===== src/rtl/sysreg_space_pkg.sv =====
`timescale 1ns/1ps
package sysreg_space_pkg;

    typedef enum logic [2:0] {
        TGT_NONE   = 3'd0,
        TGT_SCB    = 3'd1,
        TGT_TMR_S  = 3'd2,
        TGT_TMR_NS = 3'd3,
        TGT_RAS    = 3'd4
    } tgt_e;

    typedef enum logic [0:0] {
        ST_IDLE = 1'b0,
        ST_RESP = 1'b1
    } rsp_state_e;

endpackage


===== src/rtl/sysreg_space_decode.sv =====
`timescale 1ns/1ps
module sysreg_space_decode
    import sysreg_space_pkg::*;
#(
    parameter int unsigned OFF_W        = 20,
    parameter bit          HAS_SECURITY = 1'b1,
    parameter bit          HAS_RAS      = 1'b1,
    parameter int unsigned SCB_BASE     = 32'h0000_E000,
    parameter int unsigned SCB_SIZE     = 32'h0000_1000,
    parameter int unsigned TMR_BASE     = 32'h0000_E010,
    parameter int unsigned TMR_SIZE     = 32'h0000_00E0,
    parameter int unsigned RAS_BASE     = 32'h0000_5000,
    parameter int unsigned RAS_SIZE     = 32'h0000_1000,
    parameter int unsigned ALIAS_DELTA  = 32'h0002_0000
) (
    input  logic [OFF_W-1:0] addr,
    input  logic             secure,
    input  logic             user,
    output tgt_e             tgt,
    output logic             fwd_sec,
    output logic             fault,
    output logic [OFF_W-1:0] tgt_addr
);

    localparam logic [OFF_W-1:0] SCB_LO  = OFF_W'(SCB_BASE);
    localparam logic [OFF_W-1:0] SCB_HI  = OFF_W'(SCB_BASE + SCB_SIZE - 1);
    localparam logic [OFF_W-1:0] TMR_LO  = OFF_W'(TMR_BASE);
    localparam logic [OFF_W-1:0] TMR_HI  = OFF_W'(TMR_BASE + TMR_SIZE - 1);
    localparam logic [OFF_W-1:0] RAS_LO  = OFF_W'(RAS_BASE);
    localparam logic [OFF_W-1:0] RAS_HI  = OFF_W'(RAS_BASE + RAS_SIZE - 1);
    localparam logic [OFF_W-1:0] ASCB_LO = OFF_W'(SCB_BASE + ALIAS_DELTA);
    localparam logic [OFF_W-1:0] ASCB_HI = OFF_W'(SCB_BASE + SCB_SIZE - 1 + ALIAS_DELTA);
    localparam logic [OFF_W-1:0] ATMR_LO = OFF_W'(TMR_BASE + ALIAS_DELTA);
    localparam logic [OFF_W-1:0] ATMR_HI = OFF_W'(TMR_BASE + TMR_SIZE - 1 + ALIAS_DELTA);
    localparam logic [OFF_W-1:0] DELTA   = OFF_W'(ALIAS_DELTA);

    logic hit_scb;
    logic hit_tmr;
    logic hit_ras;
    logic hit_ascb;
    logic hit_atmr;

    assign hit_scb = (addr >= SCB_LO) && (addr <= SCB_HI);
    assign hit_tmr = (addr >= TMR_LO) && (addr <= TMR_HI);

    // optional RAS window
    generate
        if (HAS_RAS) begin : g_ras
            assign hit_ras = (addr >= RAS_LO) && (addr <= RAS_HI);
        end else begin : g_no_ras
            assign hit_ras = 1'b0;
        end
    endgenerate

    // alias window exists only with the security feature
    generate
        if (HAS_SECURITY) begin : g_alias
            assign hit_ascb = (addr >= ASCB_LO) && (addr <= ASCB_HI);
            assign hit_atmr = (addr >= ATMR_LO) && (addr <= ATMR_HI);
        end else begin : g_no_alias
            assign hit_ascb = 1'b0;
            assign hit_atmr = 1'b0;
        end
    endgenerate

    // priority: timer / RAS over control block over alias over default
    always_comb begin
        tgt      = TGT_NONE;
        fwd_sec  = secure;
        fault    = user;
        tgt_addr = addr;
        if (hit_tmr) begin
            tgt   = (secure && HAS_SECURITY) ? TGT_TMR_S : TGT_TMR_NS;
            fault = 1'b0;
        end else if (hit_ras) begin
            tgt   = TGT_RAS;
            fault = 1'b0;
        end else if (hit_scb) begin
            tgt   = TGT_SCB;
            fault = 1'b0;
        end else if (hit_ascb) begin
            if (secure) begin
                tgt      = hit_atmr ? TGT_TMR_NS : TGT_SCB;
                fwd_sec  = 1'b0;
                fault    = 1'b0;
                tgt_addr = addr - DELTA;
            end
        end
    end

endmodule


===== src/rtl/sysreg_space_rsp_fsm.sv =====
`timescale 1ns/1ps
module sysreg_space_rsp_fsm
    import sysreg_space_pkg::*;
#(
    parameter int unsigned DATA_W = 32
) (
    input  logic              clk,
    input  logic              rst_n,
    input  logic              req_valid,
    output logic              req_ready,
    output logic              accept,
    input  logic [DATA_W-1:0] cap_rdata,
    input  logic              cap_error,
    output logic              rsp_valid,
    input  logic              rsp_ready,
    output logic [DATA_W-1:0] rsp_rdata,
    output logic              rsp_error
);

    rsp_state_e        state_q;
    rsp_state_e        state_d;
    logic [DATA_W-1:0] rdata_q;
    logic              error_q;

    // state register
    always_ff @(posedge clk or negedge rst_n) begin
        if (!rst_n) begin
            state_q <= ST_IDLE;
        end else begin
            state_q <= state_d;
        end
    end

    // transitions: ACCEPT (idle -> resp), RELEASE (resp -> idle)
    always_comb begin
        state_d = state_q;
        unique case (state_q)
            ST_IDLE: if (req_valid) state_d = ST_RESP;
            ST_RESP: if (rsp_ready) state_d = ST_IDLE;
            default: state_d = ST_IDLE;
        endcase
    end

    // outputs
    always_comb begin
        req_ready = 1'b0;
        rsp_valid = 1'b0;
        unique case (state_q)
            ST_IDLE: req_ready = 1'b1;
            ST_RESP: rsp_valid = 1'b1;
            default: ;
        endcase
    end

    assign accept = req_valid && req_ready;

    // response capture at ACCEPT
    always_ff @(posedge clk or negedge rst_n) begin
        if (!rst_n) begin
            rdata_q <= '0;
            error_q <= 1'b0;
        end else if (accept) begin
            rdata_q <= cap_rdata;
            error_q <= cap_error;
        end
    end

    assign rsp_rdata = rdata_q;
    assign rsp_error = error_q;

endmodule


===== src/rtl/sysreg_space_decoder.sv =====
`timescale 1ns/1ps
module sysreg_space_decoder
    import sysreg_space_pkg::*;
#(
    parameter int unsigned OFF_W        = 20,
    parameter int unsigned DATA_W       = 32,
    parameter bit          HAS_SECURITY = 1'b1,
    parameter bit          HAS_RAS      = 1'b1,
    parameter int unsigned SCB_BASE     = 32'h0000_E000,
    parameter int unsigned SCB_SIZE     = 32'h0000_1000,
    parameter int unsigned TMR_BASE     = 32'h0000_E010,
    parameter int unsigned TMR_SIZE     = 32'h0000_00E0,
    parameter int unsigned RAS_BASE     = 32'h0000_5000,
    parameter int unsigned RAS_SIZE     = 32'h0000_1000,
    parameter int unsigned ALIAS_DELTA  = 32'h0002_0000
) (
    input  logic              clk,
    input  logic              rst_n,
    input  logic              req_valid,
    output logic              req_ready,
    input  logic [OFF_W-1:0]  req_addr,
    input  logic              req_write,
    input  logic [DATA_W-1:0] req_wdata,
    input  logic              req_secure,
    input  logic              req_user,
    output logic              sel_scb,
    output logic              sel_tmr_s,
    output logic              sel_tmr_ns,
    output logic              sel_ras,
    output logic [OFF_W-1:0]  tgt_addr,
    output logic              tgt_write,
    output logic [DATA_W-1:0] tgt_wdata,
    output logic              fwd_secure,
    input  logic [DATA_W-1:0] scb_rdata,
    input  logic [DATA_W-1:0] tmr_s_rdata,
    input  logic [DATA_W-1:0] tmr_ns_rdata,
    input  logic [DATA_W-1:0] ras_rdata,
    output logic              rsp_valid,
    input  logic              rsp_ready,
    output logic [DATA_W-1:0] rsp_rdata,
    output logic              rsp_error
);

    localparam logic [OFF_W-1:0] ALIAS_LO = OFF_W'(SCB_BASE + ALIAS_DELTA);
    localparam logic [OFF_W-1:0] ALIAS_HI = OFF_W'(SCB_BASE + SCB_SIZE - 1 + ALIAS_DELTA);

    tgt_e              dec_tgt;
    logic              dec_fault;
    logic              accept;
    logic [DATA_W-1:0] pick_rdata;
    logic [DATA_W-1:0] cap_rdata;

    sysreg_space_decode #(
        .OFF_W        (OFF_W),
        .HAS_SECURITY (HAS_SECURITY),
        .HAS_RAS      (HAS_RAS),
        .SCB_BASE     (SCB_BASE),
        .SCB_SIZE     (SCB_SIZE),
        .TMR_BASE     (TMR_BASE),
        .TMR_SIZE     (TMR_SIZE),
        .RAS_BASE     (RAS_BASE),
        .RAS_SIZE     (RAS_SIZE),
        .ALIAS_DELTA  (ALIAS_DELTA)
    ) i_decode (
        .addr     (req_addr),
        .secure   (req_secure),
        .user     (req_user),
        .tgt      (dec_tgt),
        .fwd_sec  (fwd_secure),
        .fault    (dec_fault),
        .tgt_addr (tgt_addr)
    );

    sysreg_space_rsp_fsm #(
        .DATA_W (DATA_W)
    ) i_rsp_fsm (
        .clk       (clk),
        .rst_n     (rst_n),
        .req_valid (req_valid),
        .req_ready (req_ready),
        .accept    (accept),
        .cap_rdata (cap_rdata),
        .cap_error (dec_fault),
        .rsp_valid (rsp_valid),
        .rsp_ready (rsp_ready),
        .rsp_rdata (rsp_rdata),
        .rsp_error (rsp_error)
    );

    // selects only during the accept cycle
    assign sel_scb    = accept && (dec_tgt == TGT_SCB);
    assign sel_tmr_s  = accept && (dec_tgt == TGT_TMR_S);
    assign sel_tmr_ns = accept && (dec_tgt == TGT_TMR_NS);
    assign sel_ras    = accept && (dec_tgt == TGT_RAS);
    assign tgt_write  = accept && req_write;
    assign tgt_wdata  = req_wdata;

    always_comb begin
        unique case (dec_tgt)
            TGT_SCB:    pick_rdata = scb_rdata;
            TGT_TMR_S:  pick_rdata = tmr_s_rdata;
            TGT_TMR_NS: pick_rdata = tmr_ns_rdata;
            TGT_RAS:    pick_rdata = ras_rdata;
            default:    pick_rdata = '0;
        endcase
    end

    assign cap_rdata = (req_write || dec_fault) ? '0 : pick_rdata;

    logic [3:0] sel_vec;
    assign sel_vec = {sel_scb, sel_tmr_s, sel_tmr_ns, sel_ras};

    AST_SEL_ONEHOT: assert property (@(posedge clk) disable iff (!rst_n)
        $onehot0(sel_vec));
    AST_SEL_ON_ACCEPT: assert property (@(posedge clk) disable iff (!rst_n)
        (|sel_vec) |-> (req_valid && req_ready));
    AST_SEC_TIMER_SECURE: assert property (@(posedge clk) disable iff (!rst_n)
        sel_tmr_s |-> req_secure);
    AST_RSP_HOLD: assert property (@(posedge clk) disable iff (!rst_n)
        (rsp_valid && !rsp_ready) |=> (rsp_valid && $stable(rsp_rdata) && $stable(rsp_error)));
    AST_BUSY_NO_ACCEPT: assert property (@(posedge clk) disable iff (!rst_n)
        rsp_valid |-> (!req_ready && !(|sel_vec)));
    AST_FAULT_USER: assert property (@(posedge clk) disable iff (!rst_n)
        ($rose(rsp_valid) && rsp_error) |-> $past(req_user));
    AST_FAULT_NO_DATA: assert property (@(posedge clk) disable iff (!rst_n)
        (rsp_valid && rsp_error) |-> (rsp_rdata == '0));
    AST_ALIAS_CLEARS_SEC: assert property (@(posedge clk) disable iff (!rst_n)
        ((|sel_vec) && (req_addr >= ALIAS_LO) && (req_addr <= ALIAS_HI)) |-> !fwd_secure);

endmodule


===== config.mk =====
export PLATFORM = sky130hd
export DESIGN_NAME = sysreg_space_decoder
export DESIGN_NICKNAME = d
export VERILOG_FILES = /design/src/rtl/sysreg_space_pkg.sv /design/src/rtl/sysreg_space_decode.sv /design/src/rtl/sysreg_space_rsp_fsm.sv /design/src/rtl/sysreg_space_decoder.sv
export SDC_FILE = /design/constraint.sdc
export NUM_CORES = 1
export LEC_CHECK = 0
export ABC_AREA = 1
export BUFFER_PORTS_ARGS = -buffer_cell sky130_fd_sc_hd__buf_2
export CORE_AREA = 2 2 108 110
export CTS_CLUSTER_DIAMETER = 30
export CTS_CLUSTER_SIZE = 30
export DETAILED_ROUTE_END_ITERATION = 10
export DIE_AREA = 0 0 110 112
export REMOVE_ABC_BUFFERS = 1
export SYNTH_ARGS = -nofsm -noshare
export SYNTH_HDL_FRONTEND = slang
export SYNTH_SLANG_ARGS = --single-unit

===== constraint.sdc =====
create_clock -name clk -period 2.7 [get_ports clk]
set_input_delay 0.675 -clock clk [delete_from_list [all_inputs] [get_ports clk]]
set_output_delay 0.675 -clock clk [all_outputs]
set_load 0.02 [all_outputs]

==> results.toml, run 1 <==
[worst_setup_path]
path_cells = "buf_2 -> nor2_2 -> nand3_2 -> nor2_4 -> buf_4 -> nand4_2 -> nand2_4 -> inv_2 -> nand2_1 -> nor2_1 -> buf_4"
cp_common_cell = "buf_4"
startpoint_type = "primary input"
worstRegToRegCells = 9
cp.arrival_ns = 1.97
r2r_slack_ns = 1.12
worstPathRequired_ns = 2.03
endpoint = "sel_tmr_ns"
cp_num_cells = 11
crit-reg2reg-capture = "i_rsp_fsm.rsp_rdata[23]$_DFFE_PN0P_"
crit_path_start = "req_addr[19]"
end_kind = "primary output"
path_buf_inv = 4
cp_slowest_cell = "nor2_2"
slowest_delay_ns = 0.17
path_max_fanout = 4
r2r-start = "i_rsp_fsm.state_q$_DFF_PN0_"
worstSetupPathType = "primary input to primary output"
cpLargestDelayFamily = "simple AND/OR/NAND/NOR gates"

[placed_design]
gp_congestion = 0.848
post-dp-hpwl_mm = 9.20
io_buffers = 215
postPlaceCellArea_um2 = 4050

[cells_and_area]
fillers = 1268
antenna_cells = 0
final_nets = 879
multi_input_area_um2 = 1760
area_delta_synth_final_pct = 35.9
regArea_um2 = 851
drive_above_1_share = 0.394
stdcell_area_um2 = 4300

[synth]
netlist_instances = 524
synthTopCellsByArea = "nand2_1, dfrtp_1, buf_4"
ys_seq_area_frac = 0.269
ys_warn_count = 0
synth.distinct_cells = 26
synth.top_cell.area_share = 0.310
yosysTopAreaCell = "nand2_1"
ys_seq_elements = 34
syn-cell-area_um2 = 3160
syn_avg_cell_area_um2 = 6.04

[clocking]
cts_max_level = 2
postCtsHoldBufs = 0
clkLatencyLatePin_ns = 0.27
cts_tree = "built"
cts_root_buffer = "clkbuf_16"
clock_sinks = 34
path_clk_slew_ns = 0.05
clockBufferDepth = 2
cts_buffers = 5

[grt]
grt_pass1_wl_mm = 17.8
met3_usage = 0.0831
grt_max_degree = 40
grtUsageTotal = 0.185
grt_overflow = 0
grt_pass1_vias = 3461
use_met1 = 0.242
use_met2 = 0.276
grt.busiest_layer = "met2"
antenna_found_initial = 0

[drt]
viasPerCell = 4.47
drt.antenna.violating_nets = 0
drcViolationCount = 0
wire_per_inst_um = 13.9
firstDrtPassIters = 5
drtIter0Drc = 229
via_count = 3730
drt-total-wl_mm = 11.6

[hold_path]
min_path_type = "register to register"
min_from = "i_rsp_fsm.rsp_rdata[3]$_DFFE_PN0P_"

[die]
die_y_um = 112
coreArea_um2 = 11200
fp.dieW_um = 110
rows = 39
initial_core_util = 0.283
die-area_um2 = 12300
io_pins = 280

[sta]
report.final.slew_viol_count = 0
finalHoldViolCount = 0
finalCriticalPeriod_ns = 2.65
worst_pin_slew_ns = 0.808
finalSetupViolCount = 0
fin_tns_setup_ns = 0
rsz0062_at_grt = "true"
skew_ns = 0.00337
slew_headroom = 0.462
timing.hold.ws_ns = 0.469
post-route-period-util = 0.980
timing.fmax_mhz = 378

[power_and_ir_drop]
finalPower_uw = 1350
power_density_nw_per_um2 = 314
vdd_drop_max_uv = 238
p_leak_uw = 0.00273

[flow_run]
drv_cap = 0

[status]
status = "completed"
worst reg2reg max path, stage by stage (launching register included):
cell	delay [ns]
dfrtp_1	0.37
inv_1	0.08
nand2_1	0.09
buf_12	0.18
inv_1	0.11
nand2_1	0.10
nor3_4	0.13
buf_4	0.26
o21ai_0	0.14
nand2_1	0.07
cells by family after synthesis:
kind of cell,Yosys count,synth area share
mux,1,0.00356
flops,34,0.269
fa+ha+maj,2,0.00791
compound gates,38,0.0621
buf+inv,103,0.192
simple gates,346,0.466
synthesized netlist by cell type:
| master | number |
|---|---|
| a21oi_1 | 4 |
| o21ai_0 | 4 |
| dfrtp_1 | 34 |
| buf_1 | 1 |
| nand4_2 | 2 |
| nand2_2 | 4 |
| inv_2 | 4 |
| buf_4 | 49 |
| nor2_4 | 1 |
| ha_1 | 2 |
| o21ai_1 | 28 |
| buf_6 | 3 |
| clkbuf_1 | 11 |
| nand3_2 | 2 |
| nand3_1 | 10 |
| mux2_2 | 1 |
| nor2_1 | 23 |
| buf_2 | 11 |
| nand4_1 | 34 |
| nor2_2 | 6 |
| a31o_2 | 1 |
| inv_1 | 24 |
| o21a_1 | 1 |
| nand2_1 | 261 |
| nor3_1 | 2 |
| nor3_4 | 1 |
cell usage in the layout (no fill, tap or decap), types with 3 or more instances in the layout:
cell       Yosys  routed
a21oi_1        4       3
buf_2         11     210
buf_4         49      21
clkbuf_16      0       5
dfrtp_1       34      34
inv_1         24      21
inv_2          4       6
nand2_1      261     260
nand2_2        4       4
nand3_1       10      10
nand4_1       34      34
nor2_1        23      21
nor2_2         6       6
nor2_4         1       3
o21ai_0        4       4
o21ai_1       28      28
state kept, by name, summed over array words and instances (netlist names):
signal,count
i_rsp_fsm.rsp_rdata,32
i_rsp_fsm.rsp_error,1
i_rsp_fsm.state_q,1
where the power goes:
group          internal [uW]  switching [uW]  leakage (uW)
Clock                    365             195     0.0000739
Sequential               515            2.24      0.000470
Combinational            124             148       0.00219
worst min path at each step:
stage	depth (start not counted)	endpoint
floorplan	0	i_rsp_fsm.rsp_error$_DFFE_PN0P_
global placement	2	i_rsp_fsm.rsp_rdata[18]$_DFFE_PN0P_
detailed placement	2	i_rsp_fsm.rsp_rdata[0]$_DFFE_PN0P_
CTS	2	i_rsp_fsm.rsp_rdata[0]$_DFFE_PN0P_
global route	2	i_rsp_fsm.rsp_rdata[0]$_DFFE_PN0P_
finish	2	i_rsp_fsm.rsp_rdata[3]$_DFFE_PN0P_
timing repair:
| item | CTS | global route |
|---|---|---|
| endpoints found under the setup margin | 1 | 8 |
| endpoints found under the hold margin | 0 | 0 |
| setup buffers | 0 | 3 |
| resized for setup | 2 | 22 |
| pin swaps | 0 | 8 |
metrics by stage:
step                      setup WS, ns   util  std cells
after detailed placement      -0.00165  0.362        823
after floorplan                 -0.212      -        449
after CTS                       0.0399  0.376        831
final                           0.0533  0.385        834
after global routing           -0.0796  0.385        834
after global placement        -0.00303  0.362        823
cell type report:
class	count	share of cell area
well taps	143	0.0416
flip-flops and latches	34	0.198
multi-input cells	387	0.409
clock inverters	1	0.00116
inverters	28	0.0256
repair buffers	234	0.292
clock buffers	7	0.0332
per-layer routing:
| metal | vias up | wire [um] |
|---|---|---|
| li1 | 1944 | - |
| met3 | 6 | 1420 |
| met4 | 2 | 77 |
| met2 | 177 | 5080 |
| met1 | 1601 | 4970 |
| met5 | - | 74 |
Note: power is estimated with default switching activity, not from simulation.
==> run 2, diff against run 1 <==
--- a/config.mk
+++ b/config.mk
@@ -6,12 +6,13 @@
 export NUM_CORES = 1
 export LEC_CHECK = 0
 export ABC_AREA = 1
-export BUFFER_PORTS_ARGS = -buffer_cell sky130_fd_sc_hd__buf_2
-export CORE_AREA = 2 2 108 110
+export ABC_CLOCK_PERIOD_IN_PS = 2700
+export CORE_AREA = 2 2 107 109
 export CTS_CLUSTER_DIAMETER = 30
 export CTS_CLUSTER_SIZE = 30
 export DETAILED_ROUTE_END_ITERATION = 10
-export DIE_AREA = 0 0 110 112
+export DIE_AREA = 0 0 109 111
+export DONT_BUFFER_PORTS = 1
 export REMOVE_ABC_BUFFERS = 1
 export SYNTH_ARGS = -nofsm -noshare
 export SYNTH_HDL_FRONTEND = slang
==> run 2 against run 1 <==
  * Total power fell by 11%
  * Worst hold slack lost 0.38 ns
  * Clock skew up 0.0033 ns
  * Count of clock-buffer cells in the layout decreased by 1
  * Wire length decreased by 1.9%
  * Non-clock buffer count down 215
  * Setup slack improved by 0.082 ns
  * Maximum frequency increased by 3.2%
  * Largest cell class unchanged
==> results.toml, run 2 (synthesis results as in run 1) <==
[status]
status = "completed"

[sta]
slew_headroom = 0.684
finalSetupViolCount = 0
report.final.slew_viol_count = 0
finalCriticalPeriod_ns = 2.56
timing.hold.ws_ns = 0.0865
layout_setup_ws_ns = 0.135
rsz0062_at_grt = "false"
skew_ns = 0.00664
post-route-period-util = 0.950
timing.fmax_mhz = 390
worst_pin_slew_ns = 0.474
finalHoldViolCount = 0

[cells_and_area]
post-route-util = 0.284
drive_above_1_share = 0.109
stdcell_area_um2 = 3150
fillers = 1233
layout_common_cells = "nand2_1, nand4_1, dfrtp_1, o21ai_1, inv_1"
final_nets = 664
area_delta_synth_final_pct = -0.554
final_common_cell = "nand2_1"
stdcell_count = 619
largest_reg_flops = 32
antenna_cells = 0

[worst_setup_path]
worstSetupPathType = "primary input to primary output"
cp_common_cell = "nor2_2"
end_kind = "primary output"
slowest_delay_ns = 0.23
worstPathRequired_ns = 2.03
path_buf_inv = 1
cp.arrival_ns = 1.89
cpLargestDelayFamily = "simple AND/OR/NAND/NOR gates"
path_max_fanout = 5
cp_slowest_cell = "nor2_2"
r2r_slack_ns = 0.61
path_cells = "nor2_2 -> nand3_1 -> nor2_2 -> nand2_1 -> nand4_1 -> nand2_2 -> nor3_1 -> buf_4"
startpoint_type = "primary input"

[drt]
viasPerCell = 5.17
wire_per_inst_um = 18.4
drtIter0Drc = 133
via_count = 3201
firstDrtPassIters = 4
drcViolationCount = 0
drt.antenna.violating_nets = 0
drt-total-wl_mm = 11.4

[clocking]
clockBufferDepth = 2
cts_tree = "built"
cts_buffers = 5
cts_max_level = 2
clkLatencyLatePin_ns = 0.28
path_clk_slew_ns = 0.06
clock_sinks = 34
cts_root_buffer = "clkbuf_16"

[grt]
grt_pass1_wl_mm = 16.3
grt_overflow = 0
grt_max_degree = 35
grt_pass1_vias = 3018
grtUsageTotal = 0.180
antenna_found_initial = 0

[placed_design]
pre_cts_ws_ns = 0.0830
io_buffers = 0
post-dp-hpwl_mm = 9.04
placed_cells = 610
postPlaceCellArea_um2 = 2980
gp_congestion = 0.824

[die]
die_y_um = 111
initial_core_util = 0.286
die-area_um2 = 12100
fp.dieW_um = 109
rows = 39
io_pins = 280
coreArea_um2 = 11100

[power_and_ir_drop]
power_density_nw_per_um2 = 382
vdd_drop_max_uv = 218
p_leak_uw = 0.00181

[flow_run]
drv_cap = 0

[hold_path]
min_path_type = "primary input to asynchronous set/reset pin"
run 2: cell types whose count changed in the layout (fill, tap and decap cells not counted), moves of 2 or more:
cell and change:
buf_2 -210, buf_4 -2, inv_1 +2, nor2_4 -2
run 2: worst paths after layout:
check                                                    startpoint                                   to  depth (start not counted)
worst max-delay path                                   req_addr[19]                              sel_scb                          8
worst min-delay path                                          rst_n   i_rsp_fsm.rsp_rdata[8]$_DFFE_PN0P_                          0
worst max register to register          i_rsp_fsm.state_q$_DFF_PN0_  i_rsp_fsm.rsp_rdata[12]$_DFFE_PN0P_                          9
worst min register to register  i_rsp_fsm.rsp_rdata[17]$_DFFE_PN0P_  i_rsp_fsm.rsp_rdata[17]$_DFFE_PN0P_                          2
max in group asynchronous                                     rst_n   i_rsp_fsm.rsp_rdata[5]$_DFFE_PN0P_                          0
min in group clk                                          rsp_ready          i_rsp_fsm.state_q$_DFF_PN0_                          1
run 2: through the flow:
step / power, uW / setup TNS, ns
floorplan: 593 / -0.576
detailed placement: 622 / 0
global route: 1260 / 0
CTS: 1230 / 0
finish: 1200 / 0
global placement: 620 / 0
run 2: area by class of cell:
| type | count | area (um2) | share of cell area |
|---|---|---|---|
| tap | 143 | 179 | 0.0569 |
| timing repair buffer | 19 | 143 | 0.0453 |
| multi-input combinational | 387 | 1720 | 0.546 |
| clock buffer | 6 | 139 | 0.0441 |
| sequential | 34 | 851 | 0.270 |
| clock inverter | 2 | 12.5 | 0.00398 |
| inverter | 28 | 105 | 0.0334 |
run 2: power breakdown:
part / internal, uW / switching (uW)
clock network: 365 / 223
registers: 515 / 11.1
logic: 26.3 / 60.4
run 2: worst reg2reg max path: stages, from the launching register on:
cell and delay (ns):
dfrtp_1 0.45, inv_1 0.23, nand2_1 0.35, buf_4 0.29, inv_1 0.07, nand2_1 0.10, nor3_4 0.14, buf_4 0.22
o21ai_1 0.12, nand2_1 0.08
run 2: per-layer routing:
metal	wire length (um)	vias up	share of wire	track usage
met3	1520	16	0.13	0.0988
met4	152	2	0.013	0.0462
li1	-	1505	-	-
met5	73	-	0.0064	0.0491
met1	4780	1481	0.42	0.219
met2	4880	197	0.43	0.270
run 2: repair_timing:
| action | 4_1_cts | 5_1_grt |
|---|---|---|
| hold buffers | 0 | 0 |
| setup buffers | 0 | 1 |
| hold endpoints to repair | 0 | 0 |
| endpoints found under the setup margin | 0 | 3 |
| resized for setup | 0 | 4 |
==> run 3, diff against run 2 <==
==> constraint.sdc (replaced) <==
create_clock -name clk -period 2.7 [get_ports clk]
set_input_delay 0.54 -clock clk [delete_from_list [all_inputs] [get_ports clk]]
set_output_delay 0.54 -clock clk [all_outputs]
set_load 0.02 [all_outputs]
==> run 3 against run 2 <==
  * Non-clock buffer count stayed put
  * First-iteration DRC count is 94% higher
  * Sequential cell count is the same
  * Die area stayed put
  * Count of clock-buffer cells in the layout did not move
  * Critical endpoint is now sel_tmr_ns
==> results.toml, run 3 (synthesis results as in run 1) <==
[worst_setup_path]
path_cells = "inv_1 -> ha_1 -> inv_1 -> nor2_1 -> nand2_1 -> nor2_1 -> nand2_1 -> nand2_1 -> nand3_2 -> nand2_2 -> nand2_2 -> inv_1 -> nand2_1 -> nor2_1"
startpoint_type = "primary input"
end_kind = "primary output"
cpLargestDelayFamily = "simple AND/OR/NAND/NOR gates"
cp.arrival_ns = 1.89
path_max_fanout = 4
path_buf_inv = 3
r2r_slack_ns = 0.88
slowest_delay_ns = 0.31
worstSetupPathType = "primary input to primary output"
cp_common_cell = "nand2_1"
cp_slowest_cell = "nor2_1"
worstPathRequired_ns = 2.16

[clocking]
clkLatencyLatePin_ns = 0.28
cts_tree = "built"
post_cts_resized = 0
path_clk_slew_ns = 0.05
postCtsHoldBufs = 1
clock_sinks = 34
cts_max_level = 2
cts_root_buffer = "clkbuf_16"
clockBufferDepth = 2
cts_buffers = 5
cts_setup_buffers = 0

[placed_design]
io_buffers = 0
gp_congestion = 0.901
post-dp-hpwl_mm = 8.90
pre_cts_ws_ns = 0.286
postPlaceCellArea_um2 = 2990

[power_and_ir_drop]
p_int_uw = 998
p_clk_frac = 0.516
swShare = 0.223
p_switching_uw = 287
seqPwrFrac = 0.410
power_density_nw_per_um2 = 404
p_leak_uw = 0.00183
p_comb_frac = 0.074
vdd_drop_max_uv = 158

[cells_and_area]
drive_above_1_share = 0.101
post-route-util = 0.287
layout_common_cells = "nand2_1, nand4_1, dfrtp_1, o21ai_1, inv_1"
area_delta_synth_final_pct = 0.435
final_nets = 664
stdcell_area_um2 = 3180
largest_reg_flops = 32
antenna_cells = 0
final_common_cell = "nand2_1"

[sta]
worst_pin_slew_ns = 0.392
timing.fmax_mhz = 412
finalHoldViolCount = 0
slew_headroom = 0.738
post-route-period-util = 0.898
skew_ns = 0.00545
layout_setup_ws_ns = 0.274
finalSetupViolCount = 0
fin_tns_setup_ns = 0
report.final.slew_viol_count = 0
finalCriticalPeriod_ns = 2.43
rsz0062_at_grt = "false"

[drt]
via_count = 3172
wire_per_inst_um = 18.3
firstDrtPassIters = 4
drtIter0Drc = 258
drcViolationCount = 0
drt-total-wl_mm = 11.3
viasPerCell = 5.13
drt.antenna.violating_nets = 0

[die]
fp.dieW_um = 109
die-area_um2 = 12100
io_pins = 280
coreArea_um2 = 11100
die_y_um = 111
initial_core_util = 0.286
rows = 39

[grt]
grt_pass1_wl_mm = 16.1
antenna_found_initial = 0
grt_overflow = 0
grt_pass1_vias = 2915
grt_max_degree = 35
grtUsageTotal = 0.178

[flow_run]
drv_cap = 0

[hold_path]
min_path_type = "primary input to asynchronous set/reset pin"

[status]
status = "completed"
[run 3: cell count changes in the layout (fill, tap and decap cells not counted), sizes merged]
cell      before  now
clkinvlp       1    0
bufinv         0    1
clkinv         1    0
[run 3: layout make-up]
| type | count | area, um2 |
|---|---|---|
| inverters | 28 | 105 |
| multi-input cells | 387 | 1710 |
| clock inverters | 1 | 30.0 |
| flip-flops and latches | 34 | 851 |
| clock buffers | 6 | 139 |
| fillers | 1223 | 7900 |
| well taps | 143 | 179 |
| repair buffers | 19 | 168 |
[run 3: worst paths after layout]
check / end / from / cells past startpoint
setup / recovery: sel_tmr_ns / req_addr[18] / 14
setup reg to reg: i_rsp_fsm.rsp_rdata[12]$_DFFE_PN0P_ / i_rsp_fsm.state_q$_DFF_PN0_ / 9
min in group clk: i_rsp_fsm.state_q$_DFF_PN0_ / rsp_ready / 1
hold reg to reg: i_rsp_fsm.rsp_rdata[17]$_DFFE_PN0P_ / i_rsp_fsm.rsp_rdata[17]$_DFFE_PN0P_ / 2
max in group asynchronous: i_rsp_fsm.rsp_rdata[4]$_DFFE_PN0P_ / rst_n / 1
hold / removal: i_rsp_fsm.rsp_rdata[6]$_DFFE_PN0P_ / rst_n / 1
[run 3: power groups by stage]
| stage | sequential (uW) | clock, uW | combinational (uW) |
|---|---|---|---|
| 3_3_place_gp | 535 | 0 | 80.7 |
| 4_1_cts | 526 | 692 | 97.4 |
| 3_5_place_dp | 536 | 0 | 82.0 |
| 2_1_floorplan | 534 | 0 | 59.3 |
| 6_report | 527 | 663 | 95.3 |
| 5_1_grt | 527 | 715 | 109 |
[run 3: per-layer routing]
layer  part of all wire  routed length [um]  vias up  track usage
li1                   -                   -     1503            -
met1               0.40                4540     1435        0.214
met2               0.44                4930      218        0.271
met3               0.15                1650       14       0.0982
met4              0.010                 117        2       0.0436
met5             0.0065                  74        -       0.0491
[run 3: through the flow]
step / cells / hold slack (ns) / total power (uW)
after floorplan: 449 / 0.244 / 593
after global placement: 610 / 0.245 / 616
after detailed placement: 610 / 0.245 / 618
after CTS: 618 / 0.102 / 1320
after global routing: 618 / 0.109 / 1350
final: 618 / 0.0958 / 1280
